==> config.mk <==
export PLATFORM = sky130hd
export DESIGN_NAME = wdog_guard
export DESIGN_NICKNAME = d
export VERILOG_FILES = /design/src/rtl/wdg_pkg.sv /design/src/rtl/wdg_prescale.sv /design/src/rtl/wdg_timer.sv /design/src/rtl/wdg_ctrl.sv /design/src/rtl/wdog_guard.sv
export SDC_FILE = /design/constraint.sdc
export NUM_CORES = 1
export LEC_CHECK = 0
export ABC_AREA = 1
export BUFFER_PORTS_ARGS = -buffer_cell sky130_fd_sc_hd__clkbuf_2
export CORE_MARGIN = 10
export CORE_UTILIZATION = 35
export CTS_BUF_LIST = sky130_fd_sc_hd__clkbuf_8
export DETAILED_ROUTE_END_ITERATION = 7
export GPL_ROUTABILITY_DRIVEN = 0
export GPL_TIMING_DRIVEN = 0
export PLACE_DENSITY_LB_ADDON = 0.3
export SYNTH_ARGS = -nofsm -noshare
export SYNTH_HDL_FRONTEND = slang
export SYNTH_SLANG_ARGS = --single-unit
export TNS_END_PERCENT = 1
==> constraint.sdc <==
create_clock -name clk -period 2.5 [get_ports clk]
set_input_delay 0.5 -clock clk [delete_from_list [all_inputs] [get_ports clk]]
set_output_delay 0.5 -clock clk [all_outputs]
set_load 0.02 [all_outputs]
==> src/rtl/wdg_pkg.sv <==
package wdg_pkg;
  // control word layout (shared by write and read)
  localparam int CW_W     = 7;
  localparam int B_ARM    = 0;
  localparam int B_KICK   = 1;
  localparam int B_IDLE   = 2;
  localparam int DIV_LSB  = 3;
  localparam int DIV_W    = 3;
  localparam int B_CAUSE  = 6;

  typedef struct packed {
    logic             idle_run;
    logic [DIV_W-1:0] div;
  } wdg_cfg_t;

  localparam wdg_cfg_t CFG_RST = '{idle_run: 1'b0, div: '0};
endpackage

==> src/rtl/wdg_prescale.sv <==
module wdg_prescale #(
  parameter int SEL_W = 3,
  localparam int PRE_W = 1 << SEL_W,
  localparam int N_SEL = 1 << SEL_W
) (
  input  logic             clk,
  input  logic             rst,
  input  logic             clr,
  input  logic             run,
  input  logic [SEL_W-1:0] sel,
  output logic             tick,
  output logic [PRE_W-1:0] cnt
);
  logic [N_SEL-1:0] at_top;

  // code c completes a period when the low c+1 bits are all ones
  for (genvar c = 0; c < N_SEL; c++) begin : g_top
    assign at_top[c] = &cnt[c:0];
  end

  assign tick = run & at_top[sel];

  always_ff @(posedge clk) begin
    if (rst || clr)  cnt <= '0;
    else if (run)    cnt <= cnt + 1'b1;
  end
endmodule

==> src/rtl/wdg_timer.sv <==
module wdg_timer #(
  parameter int TMR_W = 15
) (
  input  logic             clk,
  input  logic             rst,
  input  logic             clr,
  input  logic             tick,
  output logic             wrap,
  output logic [TMR_W-1:0] cnt
);
  assign wrap = tick & (&cnt);

  always_ff @(posedge clk) begin
    if (rst || clr)  cnt <= '0;
    else if (tick)   cnt <= cnt + 1'b1;
  end
endmodule

==> src/rtl/wdg_ctrl.sv <==
module wdg_ctrl
  import wdg_pkg::*;
(
  input  logic            clk,
  input  logic            por,
  input  logic            rst,
  input  logic            wr_en,
  input  logic [CW_W-1:0] wr_data,
  input  logic            fire,
  output logic            armed,
  output wdg_cfg_t        cfg,
  output logic            kick,
  output logic            cause,
  output logic            req
);
  logic hard_rst;
  assign hard_rst = por | rst;

  // kick is a strobe: never stored, so it reads back as zero
  assign kick = armed & wr_en & wr_data[B_KICK];

  always_ff @(posedge clk) begin
    if (hard_rst)                     armed <= 1'b0;
    else if (fire)                    armed <= 1'b0;
    else if (wr_en && wr_data[B_ARM]) armed <= 1'b1;
  end

  always_ff @(posedge clk) begin
    if (hard_rst) cfg <= CFG_RST;
    else if (wr_en) begin
      cfg.idle_run <= wr_data[B_IDLE];
      cfg.div      <= wr_data[DIV_LSB +: DIV_W];
    end
  end

  // survives rst; only por or a software write of zero clears it
  always_ff @(posedge clk) begin
    if (por)                             cause <= 1'b0;
    else if (fire)                       cause <= 1'b1;
    else if (wr_en && !wr_data[B_CAUSE]) cause <= 1'b0;
  end

  always_ff @(posedge clk) begin
    if (hard_rst) req <= 1'b0;
    else          req <= fire;
  end
endmodule

==> src/rtl/wdog_guard.sv <==
module wdog_guard
  import wdg_pkg::*;
#(
  parameter int TMR_W = 15,
  localparam int PRE_W = 1 << DIV_W
) (
  input  logic            clk,
  input  logic            por,
  input  logic            rst,
  input  logic            wr_en,
  input  logic [CW_W-1:0] wr_data,
  input  logic            idle,
  output logic [CW_W-1:0] rd_data,
  output logic            bark
);
  logic             armed, kick, cause, wrap, fire, tick, run, cnt_clr, hard_rst;
  wdg_cfg_t         cfg;
  logic [PRE_W-1:0] pre_cnt;
  logic [TMR_W-1:0] tmr_cnt;

  assign hard_rst = por | rst;
  // a kick on the overflow edge rescues the device
  assign fire     = wrap & ~kick;
  assign run      = armed & (cfg.idle_run | ~idle);
  assign cnt_clr  = ~armed | kick | fire;

  wdg_ctrl u_ctrl (
    .clk(clk), .por(por), .rst(rst), .wr_en(wr_en), .wr_data(wr_data),
    .fire(fire), .armed(armed), .cfg(cfg), .kick(kick), .cause(cause), .req(bark)
  );

  wdg_prescale #(.SEL_W(DIV_W)) u_pre (
    .clk(clk), .rst(hard_rst), .clr(cnt_clr), .run(run), .sel(cfg.div),
    .tick(tick), .cnt(pre_cnt)
  );

  wdg_timer #(.TMR_W(TMR_W)) u_tmr (
    .clk(clk), .rst(hard_rst), .clr(cnt_clr), .tick(tick),
    .wrap(wrap), .cnt(tmr_cnt)
  );

  always_comb begin
    rd_data                     = '0;
    rd_data[B_ARM]              = armed;
    rd_data[B_IDLE]             = cfg.idle_run;
    rd_data[DIV_LSB +: DIV_W]   = cfg.div;
    rd_data[B_CAUSE]            = cause;
  end
endmodule

==> metrics.yaml, run 1 <==
sta:
  slew_viol_final: 0
  finalHoldViolCount: 0
  setup_viol: 0
  setup_slack_ps: 404
  min_period_over_period_pct: 83.8
  setup-tns-final_ps: 0
  finalClockSkew_ps: 4.37
  rsz0062_at_grt: "false"
  timing.fmax_mhz: 477
  finalCriticalPeriod_ps: 2100
  whs_ps: 385
run_status:
  status: "complete, no violations"
worst_setup_path:
  path_cells: "ha_1 -> nand3_1 -> inv_1 -> ha_1 -> inv_1 -> nand2_1 -> nand2_1 -> nor2_1 -> nand2_1 -> nand2_2 -> nand2_2 -> buf_2 -> nand2_1 -> nand2_1 -> inv_1 -> nor2_1"
  path_max_fanout: 10
  required_ps: 2680
  crit_top_cell: "nand2_1"
  cpPeakStageDelay_ps: 400
  critPathLaunchType: "flip-flop"
  reg2reg_depth: 16
  critPathSlowestCell: "dfxtp_1"
  path_delay_family: "simple AND/OR/NAND/NOR gates"
  arrival_ps: 2270
  worstPathBufferInverterCount: 4
  path_depth: 16
  setup.worst_path.class: "reg -> reg"
  cp-end-kind: "flip-flop"
logic_synthesis:
  synth_area_um2: 1790
  ys_warn_count: 0
  synth_top_area_share_pct: 33.5
  synth.area.top_cells: "dfxtp_1 (34%), nand2_1 (16%), nor2_1 (9.2%)"
  syn_inst: 274
  syn_area_per_cell_um2: 6.53
  synth_top_cell_by_area: "dfxtp_1"
  synth_nets: 290
  yosysSeqAreaShare_pct: 33.5
  yosysUniqueCellTypes: 25
  ys_ff_latch: 30
flow_run:
  drv_cap: 0
final_layout:
  fill_cells: 509
  drive_above_1_share_pct: 16.3
  final_cells: 367
  final_area_um2: 2070
  multi_input_area_um2: 981
  n_antenna_cell: 0
  regArea_um2: 601
  mostFrequentLayoutCells: "nand2_1 (76), nor2_1 (44), inv_1 (36)"
  layout.cells.most_common: "nand2_1"
  synthToLayoutAreaGrowth_pct: 15.8
  final_nets: 315
  post-route-util_pct: 42.8
clock_network:
  cts_buffer_depth: 2
  post_cts_buffers: 0
  cts_tree: "done"
  cts_resized: 0
  htree_levels: 2
  clk-insertion-delay-late_ps: 280
  cts.sinks: 30
  cts_root_buffer: "clkbuf_8"
  ctsHoldBuffers: 0
  cts_buffers: 5
  cts.clk_slew.worst_paths_ps: 70
hold_path:
  min_path_cells: 2
  hp-class: "in -> reg"
floorplan:
  start_util_pct: 36.9
  die-area_um2: 8380
  die_w_um: 91.5
  die_y_um: 91.5
  coreArea_um2: 4850
  ioPinCount: 20
  num_rows: 25
power:
  ir_drop_mv: 0.238
  power.leakage_nw: 0.857
  power_density_nw_per_um2: 488
  p_total_mw: 1.01
global_routing:
  grt_pass1_vias: 1677
  grt_pass1_wl_mm: 7.46
  grt_start_max_net_pins: 11
  track_usage_pct: 10.3
  grt-ovfl-total: 0
  antenna_found_initial: 0
drt:
  wl_per_cell_um: 10.7
  drc_errors: 0
  drt_first_pass_iters: 5
  avgViaCountPerCell: 4.43
  num_vias: 1626
  drt-total-wl_mm: 3.92
  final_antenna_net_count: 0
  first_iter_violations: 119
placement:
  dpl-instance-area_um2: 1960
  portBuffers: 18
  pre_cts_slack_ps: 403
  dpl.cell_count: 359
  hpwl_mm: 2.91
==> cell usage after synthesis, drive strengths merged <==
cell type and count:
nand2 79, nor2 47, inv 39, dfxtp 30, nand3 29, xor2 9, a21oi 8, buf 8
nand4 8, o21ai 5, ha 4, xnor2 3, mux2 2, conb 1, nor3b 1, o21bai 1
==> cell type report <==
class / instances / area share (%)
Tap cell: 67 / 4.04
Timing Repair Buffer: 18 / 4.35
Multi-Input combinational cell: 197 / 47.3
Inverter: 39 / 7.06
Clock buffer: 5 / 3.32
Buffer: 8 / 3.02
Clock inverter: 3 / 1.93
Sequential cell: 30 / 29.0
==> report_power, final <==
group	internal (mW)	leakage [nW]	switching, mW
logic	0.0182	0.557	0.0275
clock network	0.293	0.0579	0.189
registers	0.481	0.242	0.00413
total	0.792	0.857	0.220
==> state kept, by name, indices dropped and copies added (netlist names) <==
name and cells:
u_ctrl.armed 1, u_ctrl.cause 1, u_ctrl.cfg 4, u_ctrl.req 1, u_pre.cnt 8, u_tmr.cnt 15
==> path summary, 6_finish.rpt <==
check / start / slack (ps) / end
max: u_pre.cnt[0] / 400 / u_tmr.cnt[8]
min reg2reg: u_ctrl.cause / 480 / u_ctrl.cause
max reg2reg: u_pre.cnt[0] / 400 / u_tmr.cnt[8]
min: por / 380 / u_ctrl.cause
==> per-layer routing <==
metal	track usage [%]	part of all wire, %
met1	11.5	48
met2	17.8	47
met3	4.12	5.5
met4	2.74	0.26
met5	0	0
==> logic make-up after synthesis <==
| kind of cell | synth area share [%] |
|---|---|
| AOI/OAI and AO/OA | 4.68 |
| xor gates and xnor gates | 5.87 |
| adders and majority gates | 2.80 |
| buffers and inverters | 11.7 |
| DFF | 33.5 |
| muxes | 1.26 |
| other | 0.209 |
| and+or+nand+nor | 40.0 |
Power figures use the tool's default switching activity.
==> run 2: changes to the inputs <==
Clock period 2.5 ns to 2.1 ns, I/O delays scaled along.
==> metrics.yaml, run 2 (synthesis results as in run 1) <==
worst_setup_path:
  path_cells: "ha_2 -> nand3_2 -> inv_2 -> ha_1 -> inv_1 -> nand2_1 -> nand2_1 -> nor2_1 -> nand2_1 -> nand2_4 -> nand3_4 -> nand3_4 -> buf_6 -> nor2_1"
  critPathSlowestCell: "dfxtp_4"
  r2r_end: "u_tmr.cnt[7]"
  crit_top_cell: "nand2_1"
  path_max_fanout: 10
  r2r-start: "u_pre.cnt[0]"
  regToRegSetupSlack_ps: 210
  cp-end-kind: "flip-flop"
  worstPathBufferInverterCount: 3
  critPathLaunchType: "flip-flop"
  arrival_ps: 2070
  path_delay_family: "simple AND/OR/NAND/NOR gates"
  cpPeakStageDelay_ps: 370
  setup.worst_path.class: "reg -> reg"
  reg2reg_depth: 14
  required_ps: 2270
clock_network:
  cts.sinks: 30
  cts_buffer_depth: 2
  ctsHoldBuffers: 0
  cts_tree: "done"
  cts.clk_slew.worst_paths_ps: 70
  cts_root_buffer: "clkbuf_8"
  cts_buffers: 5
  htree_levels: 2
  clk-insertion-delay-late_ps: 280
run_status:
  status: "complete, no violations"
floorplan:
  num_rows: 25
  die_w_um: 91.5
  coreArea_um2: 4850
  die-area_um2: 8380
  die_y_um: 91.5
  start_util_pct: 36.9
  ioPinCount: 20
global_routing:
  grt_start_max_net_pins: 11
  grt-ovfl-total: 0
  antenna_found_initial: 0
  grt_pass1_vias: 1677
  track_usage_pct: 10.3
  grt_pass1_wl_mm: 7.46
placement:
  portBuffers: 18
  dpl-instance-area_um2: 1960
  hpwl_mm: 2.91
final_layout:
  multi_input_area_um2: 1010
  post-route-util_pct: 43.9
  regArea_um2: 604
  regMostFlops: "u_tmr.cnt"
  drive_above_1_share_pct: 17.9
  synthToLayoutAreaGrowth_pct: 18.9
  largest_reg_flops: 15
  layout.cells.most_common: "nand2_1"
  fill_cells: 501
  final_nets: 316
  n_antenna_cell: 0
  largestRegisters: "u_tmr.cnt x15, u_pre.cnt x8, u_ctrl.cfg x4"
  final_area_um2: 2130
  mostFrequentLayoutCells: "nand2_1 (76), nor2_1 (44), inv_1 (35)"
hold_path:
  hp-start: "por"
  min_to: "u_ctrl.cause"
  hp-class: "in -> reg"
  min_path_cells: 2
drt:
  drc_errors: 0
  num_vias: 1633
  drt-total-wl_mm: 3.95
  avgViaCountPerCell: 4.44
  wl_per_cell_um: 10.7
  final_antenna_net_count: 0
  drt_first_pass_iters: 4
  first_iter_violations: 117
flow_run:
  drv_cap: 0
sta:
  setup_viol: 0
  finalClockSkew_ps: 5.51
  finalHoldViolCount: 0
  min_period_over_period_pct: 90.1
  whs_ps: 306
  timing.fmax_mhz: 528
  finalCriticalPeriod_ps: 1890
  slew_viol_final: 0
power:
  power_density_nw_per_um2: 567
  ir_drop_mv: 0.302
  power.leakage_nw: 0.869
## run 2: cell types whose count changed in the layout (fill, tap and decap cells not counted)
| cell | previous run | this run |
|---|---|---|
| dfxtp_1 | 30 | 29 |
| nand3_2 | 2 | 1 |
| dfxtp_4 | 0 | 1 |
| inv_2 | 3 | 4 |
| nand2_4 | 0 | 2 |
| buf_6 | 2 | 4 |
| buf_2 | 2 | 0 |
| ha_2 | 0 | 1 |
| inv_1 | 36 | 35 |
| nand3_4 | 0 | 2 |
| nand2_2 | 3 | 1 |
| buf_4 | 4 | 5 |
| nand3_1 | 27 | 26 |
| ha_1 | 4 | 3 |
## run 2: metrics by stage
stage	worst slack (ps)	total power, mW	std cells	setup TNS, ps
after CTS	9.59	1.22	367	0
after detailed placement	3.49	0.645	359	0
final	207	1.21	368	0
after global placement	55.0	0.645	359	0
after global routing	-7.51	1.26	368	-7.51
after floorplan	326	0.622	274	0
## run 2: metal layers
layer  share of wire (%)  GRT usage (%)  up-vias
li1                    -              -      900
met3                 4.8           4.12        2
met5                   0              0        -
met1                  48           11.5      711
met4                0.35           2.74        0
met2                  47           17.8       20
## run 2: final cells by class
cell class	instances	area share (%)
clock inverters	3	1.88
repair buffers	19	4.58
clock buffers	5	3.23
flip-flops and latches	30	28.4
plain buffers	8	3.53
multi-input cells	197	47.6
inverters	39	6.87
well taps	67	3.94
## run 2: power breakdown
group / total (mW) / switching [mW] / internal (mW)
clock: 0.574 / 0.225 / 0.349
sequential: 0.576 / 0.00507 / 0.571
combinational: 0.0582 / 0.0345 / 0.0237
## run 2: worst max path at each step
stage / slack [ps] / start / to / depth (start not counted)
finish: 210 / u_pre.cnt[0] / u_tmr.cnt[7] / 14
global route: -8 / u_pre.cnt[0] / u_tmr.cnt[13] / 16
CTS: 10 / u_pre.cnt[0] / u_tmr.cnt[8] / 16
detailed placement: 3 / u_pre.cnt[0] / u_tmr.cnt[6] / 14
global placement: 60 / u_pre.cnt[0] / u_tmr.cnt[8] / 14
floorplan: 330 / u_pre.cnt[0] / u_tmr.cnt[12] / 16
## run 2: timing repair
item                       CTS  global route
setup endpoints to repair   11            23
resized for setup            1            14
buffers inserted             0             1
gates cloned                 0             0
